### config.mk
export PLATFORM = sky130hd
export DESIGN_NAME = adc_seq_ctrl
export DESIGN_NICKNAME = d
export VERILOG_FILES = /design/src/rtl/adc_seq_pkg.sv /design/src/rtl/adc_csr.sv /design/src/rtl/adc_chan_map.sv /design/src/rtl/adc_seq_fsm.sv /design/src/rtl/adc_seq_ctrl.sv
export SDC_FILE = /design/constraint.sdc
export NUM_CORES = 1
export LEC_CHECK = 0
export ABC_AREA = 1
export BUFFER_PORTS_ARGS = -buffer_cell sky130_fd_sc_hd__buf_4
export CORE_AREA = 8 8 52 54
export CTS_BUF_LIST = sky130_fd_sc_hd__clkbuf_4 sky130_fd_sc_hd__clkbuf_8
export CTS_CLUSTER_SIZE = 12
export DETAILED_ROUTE_END_ITERATION = 8
export DIE_AREA = 0 0 60 62
export PLACE_DENSITY = 0.71
export SYNTH_ARGS = -nofsm -noshare
export SYNTH_HDL_FRONTEND = slang
export SYNTH_SLANG_ARGS = --single-unit
### constraint.sdc
create_clock -name clk_i -period 1.8 [get_ports clk_i]
set_input_delay 0.09 -clock clk_i [delete_from_list [all_inputs] [get_ports clk_i]]
set_output_delay 0.09 -clock clk_i [all_outputs]
set_load 0.01 [all_outputs]
### src/rtl/adc_seq_pkg.sv
package adc_seq_pkg;
  localparam int CSR_W  = 8;
  localparam int CHAN_W = 4;
  localparam int CNT_W  = 2;
  localparam int FLAG_B = 7;
  localparam int IE_B   = 6;
  localparam int RUN_B  = 5;
  localparam int SCAN_B = 4;

  typedef enum logic [1:0] {
    SEQ_IDLE,
    SEQ_ISSUE,
    SEQ_WAIT
  } seq_state_e;

  typedef struct packed {
    logic              flag;
    logic              ie;
    logic              run;
    logic              scan;
    logic [CHAN_W-1:0] chan;
  } csr_t;
endpackage

### src/rtl/adc_csr.sv
module adc_csr
  import adc_seq_pkg::*;
(
  input  logic             clk_i,
  input  logic             rst_ni,
  input  logic             wr_i,
  input  logic             rd_i,
  input  logic [CSR_W-1:0] wdata_i,
  input  logic             xfer_clr_i,
  input  logic             stop_i,
  input  logic             fin_i,
  output csr_t             csr_o
);
  csr_t csr_q;
  logic armed_q;
  logic sw_clr;

  // write 0 clears only after the flag was read as 1
  assign sw_clr = wr_i && !wdata_i[FLAG_B] && armed_q;

  always_ff @(posedge clk_i or negedge rst_ni) begin
    if (!rst_ni) begin
      csr_q   <= '0;
      armed_q <= 1'b0;
    end else begin
      if (wr_i) begin
        csr_q.ie   <= wdata_i[IE_B];
        csr_q.scan <= wdata_i[SCAN_B];
        csr_q.chan <= wdata_i[CHAN_W-1:0];
      end

      if (stop_i || (wr_i && !wdata_i[RUN_B]))
        csr_q.run <= 1'b0;
      else if (wr_i && wdata_i[RUN_B])
        csr_q.run <= 1'b1;
      else if (fin_i && !csr_q.scan)
        csr_q.run <= 1'b0;

      if (fin_i) begin
        csr_q.flag <= 1'b1;
        armed_q    <= 1'b0;
      end else if (xfer_clr_i || sw_clr) begin
        csr_q.flag <= 1'b0;
        armed_q    <= 1'b0;
      end else if (rd_i && csr_q.flag) begin
        armed_q    <= 1'b1;
      end
    end
  end

  assign csr_o = csr_q;
endmodule

### src/rtl/adc_chan_map.sv
module adc_chan_map #(
  parameter int CHAN_W = 4,
  parameter int CNT_W  = 2
) (
  input  logic [CHAN_W-1:0] code_i,
  input  logic              scan_i,
  output logic [CHAN_W-1:0] base_o,
  output logic [CNT_W-1:0]  last_o
);
  localparam int GRP_W = CHAN_W - CNT_W;

  logic [GRP_W-1:0] grp;
  assign grp = code_i[CHAN_W-1:CNT_W];

  always_comb begin
    if (scan_i) begin
      base_o = {grp, {CNT_W{1'b0}}};
      last_o = code_i[CNT_W-1:0];
    end else begin
      base_o = code_i;
      last_o = '0;
    end
  end
endmodule

### src/rtl/adc_seq_fsm.sv
module adc_seq_fsm
  import adc_seq_pkg::*;
#(
  parameter int CW = 4,
  parameter int NW = 2
) (
  input  logic          clk_i,
  input  logic          rst_ni,
  input  logic          go_i,
  input  logic          kill_i,
  input  logic          scan_i,
  input  logic [CW-1:0] base_i,
  input  logic [NW-1:0] last_i,
  input  logic          done_i,
  output logic          start_o,
  output logic [CW-1:0] chan_o,
  output logic          fin_o
);
  seq_state_e state_q;
  logic [NW-1:0] idx_q;
  logic at_last;

  assign at_last = (idx_q == last_i);
  assign fin_o   = (state_q == SEQ_WAIT) && done_i && at_last && !kill_i;
  assign start_o = (state_q == SEQ_ISSUE);
  assign chan_o  = base_i + CW'(idx_q);

  always_ff @(posedge clk_i or negedge rst_ni) begin
    if (!rst_ni) begin
      state_q <= SEQ_IDLE;
      idx_q   <= '0;
    end else if (kill_i) begin
      state_q <= SEQ_IDLE;
      idx_q   <= '0;
    end else if (go_i) begin
      state_q <= SEQ_ISSUE;
      idx_q   <= '0;
    end else begin
      case (state_q)
        SEQ_ISSUE: state_q <= SEQ_WAIT;
        SEQ_WAIT: if (done_i) begin
          if (at_last) begin
            idx_q   <= '0;
            state_q <= scan_i ? SEQ_ISSUE : SEQ_IDLE;
          end else begin
            idx_q   <= idx_q + 1'b1;
            state_q <= SEQ_ISSUE;
          end
        end
        default: state_q <= SEQ_IDLE;
      endcase
    end
  end
endmodule

### src/rtl/adc_seq_ctrl.sv
module adc_seq_ctrl
  import adc_seq_pkg::*;
(
  input  logic              clk_i,
  input  logic              rst_ni,
  input  logic              stop_i,
  input  logic              bus_wr_i,
  input  logic              bus_rd_i,
  input  logic [CSR_W-1:0]  bus_wdata_i,
  output logic [CSR_W-1:0]  bus_rdata_o,
  input  logic              xfer_clr_i,
  output logic              conv_start_o,
  output logic [CHAN_W-1:0] conv_chan_o,
  input  logic              conv_done_i,
  output logic              irq_o
);
  csr_t csr;
  logic fin, go, kill;
  logic [CHAN_W-1:0] base;
  logic [CNT_W-1:0]  last;

  assign kill = stop_i || (bus_wr_i && !bus_wdata_i[RUN_B]);
  assign go   = bus_wr_i && bus_wdata_i[RUN_B] && !csr.run && !stop_i;

  adc_csr u_csr (
    .clk_i      (clk_i),
    .rst_ni     (rst_ni),
    .wr_i       (bus_wr_i),
    .rd_i       (bus_rd_i),
    .wdata_i    (bus_wdata_i),
    .xfer_clr_i (xfer_clr_i),
    .stop_i     (stop_i),
    .fin_i      (fin),
    .csr_o      (csr)
  );

  adc_chan_map #(.CHAN_W(CHAN_W), .CNT_W(CNT_W)) u_map (
    .code_i (csr.chan),
    .scan_i (csr.scan),
    .base_o (base),
    .last_o (last)
  );

  adc_seq_fsm #(.CW(CHAN_W), .NW(CNT_W)) u_fsm (
    .clk_i   (clk_i),
    .rst_ni  (rst_ni),
    .go_i    (go),
    .kill_i  (kill),
    .scan_i  (csr.scan),
    .base_i  (base),
    .last_i  (last),
    .done_i  (conv_done_i),
    .start_o (conv_start_o),
    .chan_o  (conv_chan_o),
    .fin_o   (fin)
  );

  assign bus_rdata_o = csr;
  assign irq_o       = csr.flag & csr.ie;
endmodule

==> flow_metrics.tcl, run 1 <==
set metrics [dict create \
    status "complete, no violations" \
    yosys.area.top_type "dfrtp_1" \
    synth-edff-count 0 \
    start_kind "flop" \
    grt-ovfl-total 0 \
    antenna_cells 0 \
    first_iter_violations 15 \
    min_period_ps 1780 \
    min_path_type "input pin to flop" \
    coreArea_sq_um 1900 \
    arrival_ps 1690 \
    avgSynthCellArea_sq_um 7.12 \
    timing.fmax_mhz 560 \
    grt_pass1_wl_mm 3.64 \
    hold_viol_final 0 \
    clock-sinks 13 \
    clock_skew_ps 3.02 \
    dp.final_hpwl_mm 1.56 \
    dieArea_sq_um 3720 \
    timing.final.crit_share 0.991 \
    syn_inst 119 \
    leakage_nw 0.669 \
    clock_latency_ps 280 \
    drive_above_1_share 0.394 \
    fp.dieH_um 62 \
    die_w_um 60 \
    gp_congestion 0.827 \
    power.density_nw_per_um2 665 \
    critPathRequiredTime_ps 1710 \
    rows 16 \
    path_max_fanout 3 \
    antenna_found_initial 0 \
    wl_per_cell_um 11.5 \
    cts_tree "built" \
    drv_cap 0 \
    netlist.area_leader.share 0.384 \
    stdcell_area_sq_um 1160 \
    setup_tns_ps 0 \
    rsz0062_at_grt "true" \
    synth_seq_area_share 0.384 \
    ff2ff_setup_slack_ps 490 \
    area_growth_pct 37.5 \
    clock_path_buffers 2 \
    route.vias.total 821 \
    synth_area_leaders "dfrtp_1 (38%), nand2_1 (16%), inv_1 (9.7%), nand3_1 (6.5%), ha_1 (3.0%)" \
    grt_max_degree 17 \
    setup_viol 0 \
    ir_worst_vdd_uv 419 \
    hold_ws_ps 15.4 \
    worst-setup-path-type "flop to primary output" \
    num_io_pins 29 \
    async_flop_share 1.00 \
    path_clk_slew_ps 80 \
    p_total_mw 0.775 \
    route.detailed.drc 0 \
    initial_core_util 0.445 \
    grtUsageTotal 0.129 \
    synth_flop_cell "dfrtp_1" \
    endpoint_kind "primary output" \
    nFillCells 186 \
    grt_pass1_vias 817 \
    finalMaxSlewViolations 0 \
    netlist_area_sq_um 847 \
    port_buffers 28 \
    nets 174 \
    ys_types 23 \
    viasPerCell 4.51 \
    htree_num_levels 1 \
    synth_warnings 0 \
    worst_slew_pin_slew_ps 233 \
    yosysMostFrequentCell "nand2_1" \
    first_pass_iters 4 \
    ys_top_cells_by_count "nand2_1 (35), inv_1 (22), dfrtp_1 (13)" \
    postPlaceCellArea_sq_um 1070 \
    synth.ff_latch_count 13 \
    cts-root-buf "clkbuf_4" \
    relSlewSlack 0.843 \
    ant_nets 0 \
    syn_nets 137 \
    wirelength_mm 2.10 \
    cts_buffers 3 \
]
==> repair_timing <==
item | in CTS | in global routing
pin swaps | 0 | 3
buffers inserted | 3 | 3
endpoints found under the setup margin | 2 | 3
gates resized for setup | 1 | 7
hold buffers | 1 | 0
hold endpoints to repair | 13 | 0
==> layout by cell type, fill, tap and decap left out, drive strengths merged <==
| cell type | instances |
|---|---|
| nor2 | 8 |
| xor2 | 1 |
| buf | 34 |
| dfrtp | 13 |
| xnor2 | 1 |
| ha | 2 |
| fa | 1 |
| dlygate4sd3 | 1 |
| inv | 27 |
| o21ai | 4 |
| o31ai | 1 |
| a21oi | 4 |
| clkinv | 1 |
| nand3 | 12 |
| nand2 | 40 |
| clkbuf | 4 |
| nor3 | 1 |
==> metrics by stage <==
| stage | setup WS (ps) | instances | util |
|---|---|---|---|
| after floorplan | 353 | 119 | - |
| after global placement | 300 | 171 | 0.561 |
| after detailed placement | 248 | 171 | 0.561 |
| after CTS | 2.51 | 179 | 0.595 |
| after global routing | -77.6 | 182 | 0.613 |
| final | 15.5 | 182 | 0.613 |
==> area by class of cell <==
cell class,instances,area [sq um],area share
timing repair buffer,35,269,0.231
sequential,13,327,0.280
clock buffer,4,30.0,0.0258
multi-input combinational,75,400,0.344
inverter,28,105,0.0902
tap,27,33.8,0.0290
==> registers in the layout, indices dropped and copies added (netlist names) <==
name and count:
u_csr.armed_q 1, u_fsm.state_q 2, u_csr.csr_o 8, u_fsm.idx_q 2
==> per-layer routing <==
| layer | routed length, um | vias up | share of wire | global-route usage |
|---|---|---|---|---|
| met5 | 0 | - | 0 | 0 |
| met4 | 13 | 0 | 0.0062 | 0.0680 |
| met3 | 125 | 2 | 0.059 | 0.0453 |
| met2 | 1080 | 18 | 0.51 | 0.206 |
| met1 | 885 | 378 | 0.42 | 0.149 |
| li1 | - | 423 | - | - |
==> path summary, 6_finish.rpt <==
| check | depth (start not counted) | to | from |
|---|---|---|---|
| setup / recovery | 6 | conv_chan_o[1] | u_csr.csr_o[4] |
| hold / removal | 3 | u_csr.csr_o[6] | bus_wdata_i[6] |
| setup reg to reg | 10 | u_csr.csr_o[5] | u_csr.csr_o[4] |
| hold reg to reg | 2 | u_csr.csr_o[6] | u_csr.csr_o[6] |
| max in group asynchronous | 2 | u_csr.csr_o[4] | rst_ni |
| min in group asynchronous | 2 | u_fsm.state_q[1] | rst_ni |
==> critical path, stage by stage, from the launching register on <==
cell and delay [ps]:
dfrtp_2 430, nor2_2 90, ha_2 190, inv_2 40
fa_2 530, inv_2 40, buf_6 110
==> logic make-up (layout without fill, tap and decap cells) <==
group	Yosys count	in the layout	share of synthesized area
XOR/XNOR	2	2	0.0207
AND/OR/NAND/NOR	61	61	0.325
buffers and inverters	31	67	0.152
flip-flops	13	13	0.384
AO/OA/AOI/OAI	9	9	0.0650
adder cells (fa/ha/maj)	3	3	0.0532
==> power by group <==
group	switching, mW	total, mW	internal (mW)
registers	0.0194	0.331	0.312
logic	0.128	0.244	0.117
clock network	0.0984	0.199	0.101
Power figures use the tool's default switching activity.
==> run 2: changes to the inputs <==
CELL_PAD_IN_SITES_DETAIL_PLACEMENT = 2   (was not set)
CELL_PAD_IN_SITES_GLOBAL_PLACEMENT = 2   (was not set)
CORE_AREA = 8 8 66 68   (was 8 8 52 54)
DIE_AREA = 0 0 74 76   (was 0 0 60 62)
PLACE_DENSITY = 0.75   (was 0.71)
==> run 2 against run 1 <==
Against the previous run:
- cell count grew 11%
- register-to-register slack gained 110 ps
- non-clock buffer count shrank 1
- die area grew 51%
- clock power grew 4%
- critical path type unchanged
- largest power group unchanged
- highest routed layer unchanged
==> flow_metrics.tcl, run 2 (synthesis gave the netlist of run 1 again) <==
set metrics [dict create \
    timing.fmax_mhz 556 \
    num_io_pins 29 \
    ir_worst_vdd_uv 228 \
    stdcell_area_sq_um 1190 \
    hold_viol_final 0 \
    grt_pass1_vias 975 \
    leakage_nw 0.672 \
    fin_cells 202 \
    place_ws_ps 196 \
    worst_slew_pin_slew_ps 196 \
    cts-root-buf "clkbuf_4" \
    coreArea_sq_um 3440 \
    placed_cells_incl_taps 192 \
    port_buffers 28 \
    cp_slowest_cell "fa_2" \
    hold_ws_ps 14.4 \
    critPathMostFrequentCell "inv_2" \
    finalMaxSlewViolations 0 \
    gp_congestion 0.744 \
    fp.dieH_um 76 \
    nets 173 \
    relSlewSlack 0.868 \
    cts_tree "built" \
    endpoint "conv_chan_o[1]" \
    mostFrequentLayoutCells "nand2_1 (35), buf_4 (32), inv_1 (20), dfrtp_1 (12), nand3_1 (11)" \
    status "complete, no violations" \
    clock_path_buffers 2 \
    critPathRequiredTime_ps 1710 \
    initial_core_util 0.246 \
    setup_viol 0 \
    ff2ff_path_depth 9 \
    clock_latency_ps 280 \
    dieArea_sq_um 5620 \
    grtUsageTotal 0.0987 \
    holdPathStages 3 \
    antenna_cells 0 \
    power.density_nw_per_um2 663 \
    clock_skew_ps 2.57 \
    die_w_um 74 \
    hp-start "bus_wdata_i[3]" \
    rsz0062_at_grt "true" \
    antenna_found_initial 0 \
    drv_cap 0 \
    area_growth_pct 40.6 \
    postPlaceCellArea_sq_um 1090 \
    rr_endpoint "u_csr.csr_o[5]" \
    endpoint_kind "primary output" \
    cpPeakStageDelay_ps 520 \
    rows 22 \
    final_util 0.346 \
    ant_nets 0 \
    grt_pass1_wl_mm 4.53 \
    wirelength_mm 2.66 \
    first_pass_iters 4 \
    path_max_fanout 4 \
    start_kind "flop" \
    cts_buffers 3 \
    viasPerCell 4.23 \
    rr_startpoint "u_csr.csr_o[4]" \
    first_iter_violations 9 \
    worstSetupStartpoint "u_csr.csr_o[4]" \
    worst_slack_ps 0.425 \
    worstPathCellList "nor2_2 > ha_2 > inv_2 > fa_2 > inv_2 > buf_6" \
    path_clk_slew_ps 90 \
    largest_reg_flops 8 \
    timing.final.crit_share 1.00 \
    arrival_ps 1710 \
    wl_per_cell_um 13.2 \
    dp.final_hpwl_mm 2.19 \
    setup_tns_ps 0 \
    min_period_ps 1800 \
    route.vias.total 855 \
    drive_above_1_share 0.390 \
    htree_num_levels 1 \
    ff2ff_setup_slack_ps 600 \
    route.detailed.drc 0 \
    p_total_mw 0.789 \
    clock-sinks 13 \
    grt-ovfl-total 0 \
    min_path_type "input pin to flop" \
    final_common_cell "nand2_1" \
    grt_max_degree 17 \
    worst-setup-path-type "flop to primary output" \
]
-- run 2: cell types whose count changed in the layout (fill, tap and decap cells not counted), sizes merged --
| cell | change |
|---|---|
| buf | -1 |
-- run 2: metal layers --
| metal | global-route usage | part of all wire | vias up |
|---|---|---|---|
| li1 | - | - | 425 |
| met1 | 0.110 | 0.41 | 409 |
| met2 | 0.178 | 0.54 | 17 |
| met3 | 0.0105 | 0.037 | 4 |
| met4 | 0.0420 | 0.013 | 0 |
| met5 | 0 | 0 | - |
-- run 2: worst max-delay path, delay by kind of cell (launching register included) --
| family | cells | cell delay [ps] |
|---|---|---|
| DFF | 1 | 440 |
| adders and majority gates | 2 | 710 |
| and+or+nand+nor | 1 | 90 |
| buffers and inverters | 3 | 190 |
-- run 2: power by group --
part | leakage [nW] | internal [mW] | total (mW) | switching [mW]
sequential | 0.168 | 0.312 | 0.334 | 0.0218
clock | 0.0184 | 0.101 | 0.206 | 0.106
combinational | 0.485 | 0.118 | 0.249 | 0.131
-- run 2: layout make-up --
type                    instances  area (sq um)
clock buffers                   4          30.0
fillers                       426          2250
inverters                      28           105
multi-input cells              75           408
flip-flops and latches         13           327
well taps                      48          60.1
repair buffers                 34           262
-- run 2: what timing repair did --
action	CTS	global route
endpoints found under the hold margin	13	0
setup endpoints to repair	3	3
setup buffers	3	2
pin swaps	3	2
resized for setup	6	2
hold buffers	1	0
-- run 2: how the worst min path moves through the flow --
stage | endpoint | slack [ps]
detailed placement | u_csr.csr_o[2] | -40
global placement | u_csr.armed_q | -50
global route | u_csr.csr_o[3] | 20
floorplan | u_csr.armed_q | -210
finish | u_csr.csr_o[3] | 10
CTS | u_csr.csr_o[3] | 9
